File: config.mk
export PLATFORM = sky130hd
export DESIGN_NAME = irq_entry_seq
export DESIGN_NICKNAME = d
export VERILOG_FILES = /design/src/rtl/irq_seq_pkg.sv /design/src/rtl/irq_pend.sv /design/src/rtl/irq_seq_fsm.sv /design/src/rtl/irq_entry_seq.sv
export SDC_FILE = /design/constraint.sdc
export NUM_CORES = 1
export LEC_CHECK = 0
export ABC_CLOCK_PERIOD_IN_PS = 1900
export BUFFER_PORTS_ARGS = -buffer_cell sky130_fd_sc_hd__buf_2
export CAP_MARGIN = 0
export CORE_ASPECT_RATIO = 1.4
export CORE_UTILIZATION = 51
export CTS_BUF_LIST = sky130_fd_sc_hd__clkbuf_4
export DETAILED_ROUTE_END_ITERATION = 10
export PLACE_DENSITY = 0.82
export SYNTH_ARGS = -nofsm -noshare
export SYNTH_HDL_FRONTEND = slang
export SYNTH_SLANG_ARGS = --single-unit
File: constraint.sdc
create_clock -name clk -period 1.9 [get_ports clk]
set_input_delay 0.38 -clock clk [delete_from_list [all_inputs] [get_ports clk]]
set_output_delay 0.38 -clock clk [all_outputs]
set_load 0.01 [all_outputs]
File: src/rtl/irq_seq_pkg.sv
package irq_seq_pkg;

  typedef enum logic [1:0] {
    K_NONE = 2'd0,
    K_RST  = 2'd1,
    K_NMI  = 2'd2,
    K_IRQ  = 2'd3
  } entry_kind_t;

  typedef enum logic [2:0] {
    S_IDLE,
    S_PUSH_H,
    S_PUSH_L,
    S_PUSH_P,
    S_VEC_L,
    S_VEC_H,
    S_LOAD
  } seq_state_t;

  // Status byte layout: N V 1 B D I Z C, B forced to 0 for hardware entry
  function automatic logic [7:0] pack_status(input logic n, input logic v,
                                             input logic d, input logic i,
                                             input logic z, input logic c);
    return {n, v, 1'b1, 1'b0, d, i, z, c};
  endfunction

endpackage

File: src/rtl/irq_pend.sv
module irq_pend
  import irq_seq_pkg::*;
(
  input  logic        clk,
  input  logic        rst_n,
  input  logic        reset_req,
  input  logic        nmi_line,
  input  logic        irq_a,
  input  logic        irq_b,
  input  logic        flag_i,
  input  logic        take,
  output entry_kind_t sel_kind,
  output logic        nmi_edge,
  output logic        nmi_pend,
  output logic        rst_pend
);

  logic nmi_q;
  logic clr_rst;
  logic clr_nmi;

  assign nmi_edge = nmi_line & ~nmi_q;
  assign clr_rst  = take && (sel_kind == K_RST);
  assign clr_nmi  = take && (sel_kind == K_RST || sel_kind == K_NMI);

  always_comb begin
    if (rst_pend)                      sel_kind = K_RST;
    else if (nmi_pend)                 sel_kind = K_NMI;
    else if ((irq_a | irq_b) && !flag_i) sel_kind = K_IRQ;
    else                               sel_kind = K_NONE;
  end

  always_ff @(posedge clk) begin
    if (!rst_n) begin
      nmi_q    <= 1'b1;
      nmi_pend <= 1'b0;
      rst_pend <= 1'b1;
    end else begin
      nmi_q    <= nmi_line;
      rst_pend <= reset_req | (rst_pend & ~clr_rst);
      nmi_pend <= nmi_edge  | (nmi_pend & ~clr_nmi);
    end
  end

endmodule

File: src/rtl/irq_seq_fsm.sv
module irq_seq_fsm
  import irq_seq_pkg::*;
#(
  parameter int DATA_W = 8,
  parameter logic [DATA_W-1:0] STACK_PAGE = 8'h01,
  parameter logic [2*DATA_W-1:0] VEC_RST = 16'hFFFC,
  parameter logic [2*DATA_W-1:0] VEC_NMI = 16'hFFFA,
  parameter logic [2*DATA_W-1:0] VEC_IRQ = 16'hFFFE,
  localparam int ADDR_W = 2 * DATA_W
) (
  input  logic              clk,
  input  logic              rst_n,
  input  logic              take,
  input  entry_kind_t       kind_in,
  input  logic [ADDR_W-1:0] pc_in,
  input  logic [7:0]        status_in,
  input  logic [DATA_W-1:0] mem_rdata,
  output logic [ADDR_W-1:0] mem_addr,
  output logic [DATA_W-1:0] mem_wdata,
  output logic              mem_we,
  output logic              mem_re,
  output logic [ADDR_W-1:0] pc_out,
  output logic              pc_load,
  output logic              i_set,
  output logic [DATA_W-1:0] sp,
  output logic              busy,
  output logic              done,
  output entry_kind_t       entry_kind
);

  seq_state_t        state;
  entry_kind_t       kind_q;
  logic [ADDR_W-1:0] pc_q;
  logic [7:0]        stat_q;
  logic [DATA_W-1:0] lo_q;
  logic [DATA_W-1:0] sp_q;
  logic [ADDR_W-1:0] vec;

  function automatic logic [ADDR_W-1:0] vector_of(input entry_kind_t k);
    case (k)
      K_RST:   return VEC_RST;
      K_NMI:   return VEC_NMI;
      default: return VEC_IRQ;
    endcase
  endfunction

  assign vec = vector_of(kind_q);

  always_ff @(posedge clk) begin
    if (!rst_n) begin
      state  <= S_IDLE;
      kind_q <= K_NONE;
      pc_q   <= '0;
      stat_q <= '0;
      lo_q   <= '0;
      sp_q   <= '1;
    end else begin
      case (state)
        S_IDLE: if (take) begin
          kind_q <= kind_in;
          pc_q   <= pc_in;
          stat_q <= status_in;
          if (kind_in == K_RST) begin
            sp_q  <= '1;
            state <= S_VEC_L;
          end else begin
            state <= S_PUSH_H;
          end
        end
        S_PUSH_H: begin sp_q <= sp_q - 1'b1; state <= S_PUSH_L; end
        S_PUSH_L: begin sp_q <= sp_q - 1'b1; state <= S_PUSH_P; end
        S_PUSH_P: begin sp_q <= sp_q - 1'b1; state <= S_VEC_L;  end
        S_VEC_L:  state <= S_VEC_H;
        S_VEC_H:  begin lo_q <= mem_rdata; state <= S_LOAD; end
        S_LOAD:   begin kind_q <= K_NONE; state <= S_IDLE; end
        default:  state <= S_IDLE;
      endcase
    end
  end

  always_comb begin
    mem_addr  = '0;
    mem_wdata = '0;
    case (state)
      S_PUSH_H: begin mem_addr = {STACK_PAGE, sp_q}; mem_wdata = pc_q[ADDR_W-1:DATA_W]; end
      S_PUSH_L: begin mem_addr = {STACK_PAGE, sp_q}; mem_wdata = pc_q[DATA_W-1:0]; end
      S_PUSH_P: begin mem_addr = {STACK_PAGE, sp_q}; mem_wdata = stat_q[DATA_W-1:0]; end
      S_VEC_L:  mem_addr = vec;
      S_VEC_H:  mem_addr = vec + 1'b1;
      default:  ;
    endcase
  end

  assign mem_we     = (state == S_PUSH_H) || (state == S_PUSH_L) || (state == S_PUSH_P);
  assign mem_re     = (state == S_VEC_L) || (state == S_VEC_H);
  assign i_set      = (state == S_VEC_L);
  assign done       = (state == S_LOAD);
  assign pc_load    = (state == S_LOAD);
  assign pc_out     = (state == S_LOAD) ? {mem_rdata, lo_q} : pc_q;
  assign busy       = (state != S_IDLE);
  assign sp         = sp_q;
  assign entry_kind = kind_q;

endmodule

File: src/rtl/irq_entry_seq.sv
module irq_entry_seq
  import irq_seq_pkg::*;
#(
  parameter int DATA_W = 8,
  parameter logic [DATA_W-1:0] STACK_PAGE = 8'h01,
  parameter logic [2*DATA_W-1:0] VEC_RST = 16'hFFFC,
  parameter logic [2*DATA_W-1:0] VEC_NMI = 16'hFFFA,
  parameter logic [2*DATA_W-1:0] VEC_IRQ = 16'hFFFE,
  localparam int ADDR_W = 2 * DATA_W
) (
  input  logic              clk,
  input  logic              rst_n,
  input  logic              start,
  input  logic              reset_req,
  input  logic              nmi_line,
  input  logic              irq_a,
  input  logic              irq_b,
  input  logic              flag_n,
  input  logic              flag_v,
  input  logic              flag_d,
  input  logic              flag_i,
  input  logic              flag_z,
  input  logic              flag_c,
  input  logic [ADDR_W-1:0] pc_in,
  input  logic [DATA_W-1:0] mem_rdata,
  output logic [ADDR_W-1:0] mem_addr,
  output logic [DATA_W-1:0] mem_wdata,
  output logic              mem_we,
  output logic              mem_re,
  output logic [ADDR_W-1:0] pc_out,
  output logic              pc_load,
  output logic              i_set,
  output logic [DATA_W-1:0] sp,
  output logic              busy,
  output logic              done,
  output logic [1:0]        entry_kind
);

  entry_kind_t sel_kind;
  entry_kind_t kind_q;
  logic        take;
  logic        nmi_edge;
  logic        nmi_pend;
  logic        rst_pend;
  logic [7:0]  status_w;

  assign take       = start && !busy && (sel_kind != K_NONE);
  assign status_w   = pack_status(flag_n, flag_v, flag_d, flag_i, flag_z, flag_c);
  assign entry_kind = kind_q;

  irq_pend u_pend (
    .clk       (clk),
    .rst_n     (rst_n),
    .reset_req (reset_req),
    .nmi_line  (nmi_line),
    .irq_a     (irq_a),
    .irq_b     (irq_b),
    .flag_i    (flag_i),
    .take      (take),
    .sel_kind  (sel_kind),
    .nmi_edge  (nmi_edge),
    .nmi_pend  (nmi_pend),
    .rst_pend  (rst_pend)
  );

  irq_seq_fsm #(
    .DATA_W     (DATA_W),
    .STACK_PAGE (STACK_PAGE),
    .VEC_RST    (VEC_RST),
    .VEC_NMI    (VEC_NMI),
    .VEC_IRQ    (VEC_IRQ)
  ) u_fsm (
    .clk        (clk),
    .rst_n      (rst_n),
    .take       (take),
    .kind_in    (sel_kind),
    .pc_in      (pc_in),
    .status_in  (status_w),
    .mem_rdata  (mem_rdata),
    .mem_addr   (mem_addr),
    .mem_wdata  (mem_wdata),
    .mem_we     (mem_we),
    .mem_re     (mem_re),
    .pc_out     (pc_out),
    .pc_load    (pc_load),
    .i_set      (i_set),
    .sp         (sp),
    .busy       (busy),
    .done       (done),
    .entry_kind (kind_q)
  );

endmodule

Word-level counts from Yosys, hierarchy flattened:

Cells that the tools add are included.

* mux-type cells: 15
* bitwise logic cells: 9
* add/subtract/negate cells: 2
* reduce and logical (&&, ||, !) cells: 20
* equality and inequality tests: 12

Operators by type and width (number)
* $pmux W16 S3: 1
* $pmux W8 S3: 1
* $pmux W3 S6: 1
* $mux W16: 1
* $mux W8: 2
* $pmux W8 S2: 1
* $eq A3 B3 Y1 const B: 3
* $mux W2: 4
* $sub A8 B1 Y8 const B: 1
* $eq A3 B2 Y1 const B: 2
* $mux W3: 2
* $pmux W3 S2: 1
* $reduce_bool A2 Y1: 3
* $add A4 B2 Y5 const B: 1
* $logic_and A1 B1 Y1: 5
* $eq A2 B1 Y1 const B: 2
* $eq A2 B2 Y1 const B: 2
* $logic_or A1 B1 Y1: 4
* $pmux W2 S2: 1
* $reduce_and A2 Y1: 2
* $and A1 B1 Y1: 3
* $eq A3 B1 Y1 const B: 1
* $logic_not A3 Y1: 1
* $not A1 Y1: 3
* other kinds (7): 10

* word-level logic and storage cells: 67
* input port bits: 37
* output and inout bits: 56
* bits in registers: 47

Longest topological paths before layout:

* depth after elaboration: 11
* depth in mapped cells: 6
* gate-level depth less buffers: 5

Hierarchy:

A second synthesis with hierarchy kept.

* cell total of the unflattened synthesis: 327
* area total of the unflattened synthesis: 2547.4 um^2

By module, submodules not included
* irq_seq_fsm: cells an instance 310, instances 1, seq. area each 900.9 um^2, area an instance 2377.3 um^2
* irq_pend: cells an instance 13, instances 1, seq. area each 60.1 um^2, area an instance 146.4 um^2
* irq_entry_seq: cells an instance 4, instances 1, seq. area each 0.0 um^2, area an instance 23.8 um^2

Worst setup path after synthesis:

OpenSTA, ideal clock, no wires.

* kind: register -> output
* from: reg u_fsm.state[1]
* to: out pc_out[10]
* stages on the path, launching flop included: 6
* required time: 1520 ps
* buffers on the path: 3
* arrival: 1341 ps
* path slack: 179 ps
* path through: dfxtp_1 > buf_2 > nand3b_1 > buf_2 > buf_2 > mux2_1

* cells in the longest elaborated chain, start to end: 2

Ends and longest elaborated chain
* start: declaration: line irq_seq_fsm.sv:31 `seq_state_t state;`
* start signal: assignment: line irq_seq_fsm.sv:51 `state <= S_IDLE;`
* start signal: assignment: line irq_seq_fsm.sv:65 `state <= S_VEC_L;`
* start signal: assignment: line irq_seq_fsm.sv:67 `state <= S_PUSH_H;`
* $eq A3 B3 Y1: line irq_seq_fsm.sv:99 `assign pc_out = (state == S_LOAD) ? {mem_rdata, lo_q} : pc_q;`
* $mux W16: line irq_seq_fsm.sv:99
* end: declaration: line irq_entry_seq.sv:30 `output logic [ADDR_W-1:0] pc_out,`

Every way passes these cells.

Worst setup path in the final report:

* from: reg u_fsm.state[1]
* to: out mem_wdata[2]

* cells in the longest elaborated chain, start to end: 2
* elaborated cells on any way between the ends: 4
* those cells by class: eq/ne: 3; mux: 1

Ends and longest elaborated chain
* $eq A3 B2 Y1 or $eq A3 B1 Y1 (tied branches): line irq_seq_fsm.sv:84 `case (state)`
* $pmux W8 S3 (*): line irq_seq_fsm.sv:84
* end: declaration: line irq_entry_seq.sv:27 `output logic [DATA_W-1:0] mem_wdata,`

Mark *: on every way between the ends. The rest lies on a longest branch, timed or not.

==> summary.md <==
| Metric | Value |
|---|---|
| H-tree lvl count | `2` |
| Routed length per placed instance | `15.07 um` |
| Pre-CTS WS | `0.2060 ns` |
| I/O pin count | `93` |
| Die X | `61.85 um` |
| Critical-path maximum fanout | `6` |
| Syn Inst Count | `303` |
| Placed cell areas | `0.003050 mm^2` |
| WS Path Type | `register to output port` |
| DRC | `0` |
| Num CTS Buffers | `5` |
| Row cnt | `30` |
| Setup_tns | `-1.830 ns` |
| CP peak stage delay | `0.40 ns` |
| Height of the chip | `85.79 um` |
| Initial antenna violation count | `0` |
| Critical Path AT | `1.64 ns` |
| Metal2 WL | `3.641 mm` |
| Outcome | `finished, violations left` |
| GRT Total Usage | `0.2713` |
| Max-slew violation count | `0` |
| Slew HR | `0.6592` |
| Layout cells sized above 1 | `0.4076` |
| CP Capture Type | `output port` |
| Primary FF master, synth | `dfxtp_1` |
| Async SR Flop Fraction | `0` |
| VDD IR max | `0.4995 mV` |
| Pwr/cell area | `777.7 mW/mm^2` |
| Initial drt markers | `248` |
| Post-Layout Cell Count | `459` |
| Yosys top cell area share | `0.3679` |
| Final Net Count | `433` |
| Vias | `2522` |
| Port bufs | `92` |
| Total gr overflow | `0` |
| Full die area | `0.005306 mm^2` |
| Cells along the critical path | `nor2b_2, buf_4, a22oi_2, nor2_1, buf_2` |
| Synth area leaders | `dfxtp_1 (37%), nand2_1 (9.5%), mux2_2 (8.8%), mux2i_1 (8.6%), a21oi_1 (3.3%)` |
| Core area | `0.004842 mm^2` |
| Starting Density | `0.5282` |
| Failing checks | `negative setup slack` |
| Slew @ Worst Pin | `0.5102 ns` |
| Routed Antenna Nets | `0` |
| Drt total wl | `6.916 mm` |
| CTS Buffer Depth | `2` |
| #FFs+latches synth | `47` |
| Crit start category | `register` |
| CP delay by family, top | `simple AND/OR/NAND/NOR gates` |
| HPWL Detailed | `4.840 mm` |
| Max cap viols | `0` |
| ANT cells | `0` |
| Count leader, synth | `nand2_1` |
| Post-layout util | `0.6700` |
| First-pass GRT wire length | `10.55 mm` |
| Final setup vio count | `25` |
| Post-route cell area | `0.003244 mm^2` |
| Uppermost layer routed | `met4` |
| Fill count | `391` |
| Seq/Total Area, Yosys | `0.3679` |
| Syn. warnings | `0` |
| Leakage | `1.563 nW` |
| Vias in the first global route | `2260` |
| Dpl cells | `446` |
| Slowest-stage cell, CP | `dfxtp_4` |
| Clk Latency, worst-skew pair | `0.37 ns` |
| Largest area contributor in the netlist | `dfxtp_1` |
| Worst Setup Slack, final | `-0.1190 ns` |
| First-pass DRT Iterations | `4` |
| CP Data Required Time | `1.52 ns` |
| Reg clk slew, reported paths | `0.14 ns` |
| Final Hold Viols | `0` |
| Total power | `2.523 mW` |
| Clock skew | `0.009892 ns` |
| Ratio of final minimum period to clock period | `1.063` |
| Synth Cell Area | `0.002557 mm^2` |
| TritonCTS clock tree | `yes` |
| EDFF count, synth | `0` |
| Gpl congestion | `0.8368` |
| Net Count, Synth | `341` |
| Area grow syn2layout | `26.86%` |
| Wl on met1 | `2.667 mm` |
| Fmax achieved | `495.3 MHz` |
| Worst min path class | `primary input to register` |
| CP Buf/Inv Count | `2` |
| Yosys cell types | `47` |
| CTS Sinks | `47` |
| Clock root buffer master | `clkbuf_4` |
| Syn_area_per_cell | `8.440 um^2` |
| Unrepaired setup endpoints after global routing | `yes` |
| Via/cell ratio | `5.495` |
| WHS | `0.1861 ns` |
| Met3 WL post-DR | `371 um` |
| Fin crit period | `2.019 ns` |
| Largest net degree at the start of global routing | `47` |
| Synth cell count leaders | `nand2_1 (65), dfxtp_1 (47), mux2i_1 (22)` |
[where the power goes]
part,switching (mW),internal (mW),leakage [nW],total (mW)
clock network,0.326,0.132,0.0285,0.458
logic,0.477,0.431,1.15,0.909
registers,0.0858,1.07,0.386,1.16
total,0.889,1.63,1.56,2.52
[worst register-to-register path, delay by kind of cell, from the launching register on]
| kind | cells | cell delay [ns] |
|---|---|---|
| simple gates | 1 | 0.23 |
| buf+inv | 4 | 0.62 |
| mux | 1 | 0.26 |
| compound gates | 1 | 0.25 |
| flops | 1 | 0.39 |
[layout make-up]
| class | count | area, um^2 | share of cell area |
|---|---|---|---|
| tap | 64 | 80.08 | 0.02468 |
| inverter | 14 | 52.55 | 0.01620 |
| sequential | 47 | 952.2 | 0.2935 |
| multi-input combinational | 212 | 1434 | 0.4420 |
| timing repair buffer | 115 | 679.4 | 0.2094 |
| clock inverter | 2 | 8.758 | 0.002700 |
| clock buffer | 5 | 37.54 | 0.01157 |
[sequential cells by signal (all words and copies together) (netlist names)]
name / count
u_fsm.pc_q: 16
u_fsm.lo_q: 8
u_fsm.sp: 8
u_fsm.stat_q: 7
u_fsm.state: 3
u_fsm.entry_kind: 2
u_pend.nmi_pend: 1
u_pend.nmi_q: 1
u_pend.rst_pend: 1
[cell usage in the layout, fill, tap and decap left out, types with 2 or more instances in the layout]
| cell | Yosys | final |
|---|---|---|
| buf_6 | 3 | 5 |
| inv_2 | 1 | 2 |
| buf_12 | 2 | 2 |
| nor2b_2 | 0 | 2 |
| dfxtp_4 | 0 | 3 |
| buf_4 | 7 | 17 |
| inv_1 | 12 | 11 |
| o211ai_1 | 2 | 2 |
| nor2_1 | 18 | 18 |
| mux2i_1 | 22 | 22 |
| dfxtp_1 | 47 | 44 |
| o22ai_1 | 2 | 2 |
| a211oi_1 | 3 | 3 |
| nand3_1 | 10 | 10 |
| a21oi_1 | 17 | 17 |
| mux2_1 | 3 | 2 |
| a22oi_2 | 0 | 7 |
| nor2b_1 | 4 | 2 |
| o21ai_0 | 4 | 4 |
| clkbuf_4 | 0 | 5 |
| nand3b_1 | 5 | 5 |
| mux2_4 | 0 | 4 |
| buf_2 | 5 | 91 |
| clkinv_1 | 1 | 2 |
| o311ai_0 | 2 | 2 |
| mux2_2 | 20 | 17 |
| o31ai_1 | 3 | 3 |
| nand2_1 | 65 | 64 |
| and4_1 | 3 | 3 |
[routing by layer]
metal,vias up,GRT usage
met1,1166,0.3172
met2,119,0.4565
met5,-,0
met3,20,0.04827
met4,0,0.1394
li1,1217,-
[cells by family after synthesis]
group | Yosys count | synth area share
buffers and inverters | 44 | 0.09882
adder cells (fa/ha/maj) | 1 | 0.004892
flip-flops | 47 | 0.3679
multiplexers | 45 | 0.1874
AND/OR/NAND/NOR | 114 | 0.2050
AO/OA/AOI/OAI | 52 | 0.1360
[what timing repair did]
item,4_1_cts,5_1_grt
setup endpoints to repair,42,41
pin swaps,1,0
buffers inserted,5,1
hold buffers,0,0
gates resized for setup,15,14
[final timing paths]
kind,start,endpoint,slack (ns),cells after the start
setup / recovery,u_fsm.state[1],mem_wdata[2],-0.12,5
setup reg to reg,u_fsm.state[1],u_fsm.pc_q[7],0.07,7
hold reg to reg,u_fsm.lo_q[2],u_fsm.lo_q[2],0.47,2
hold / removal,nmi_line,u_pend.nmi_q,0.19,3
Note: power is estimated with default switching activity, not from simulation.
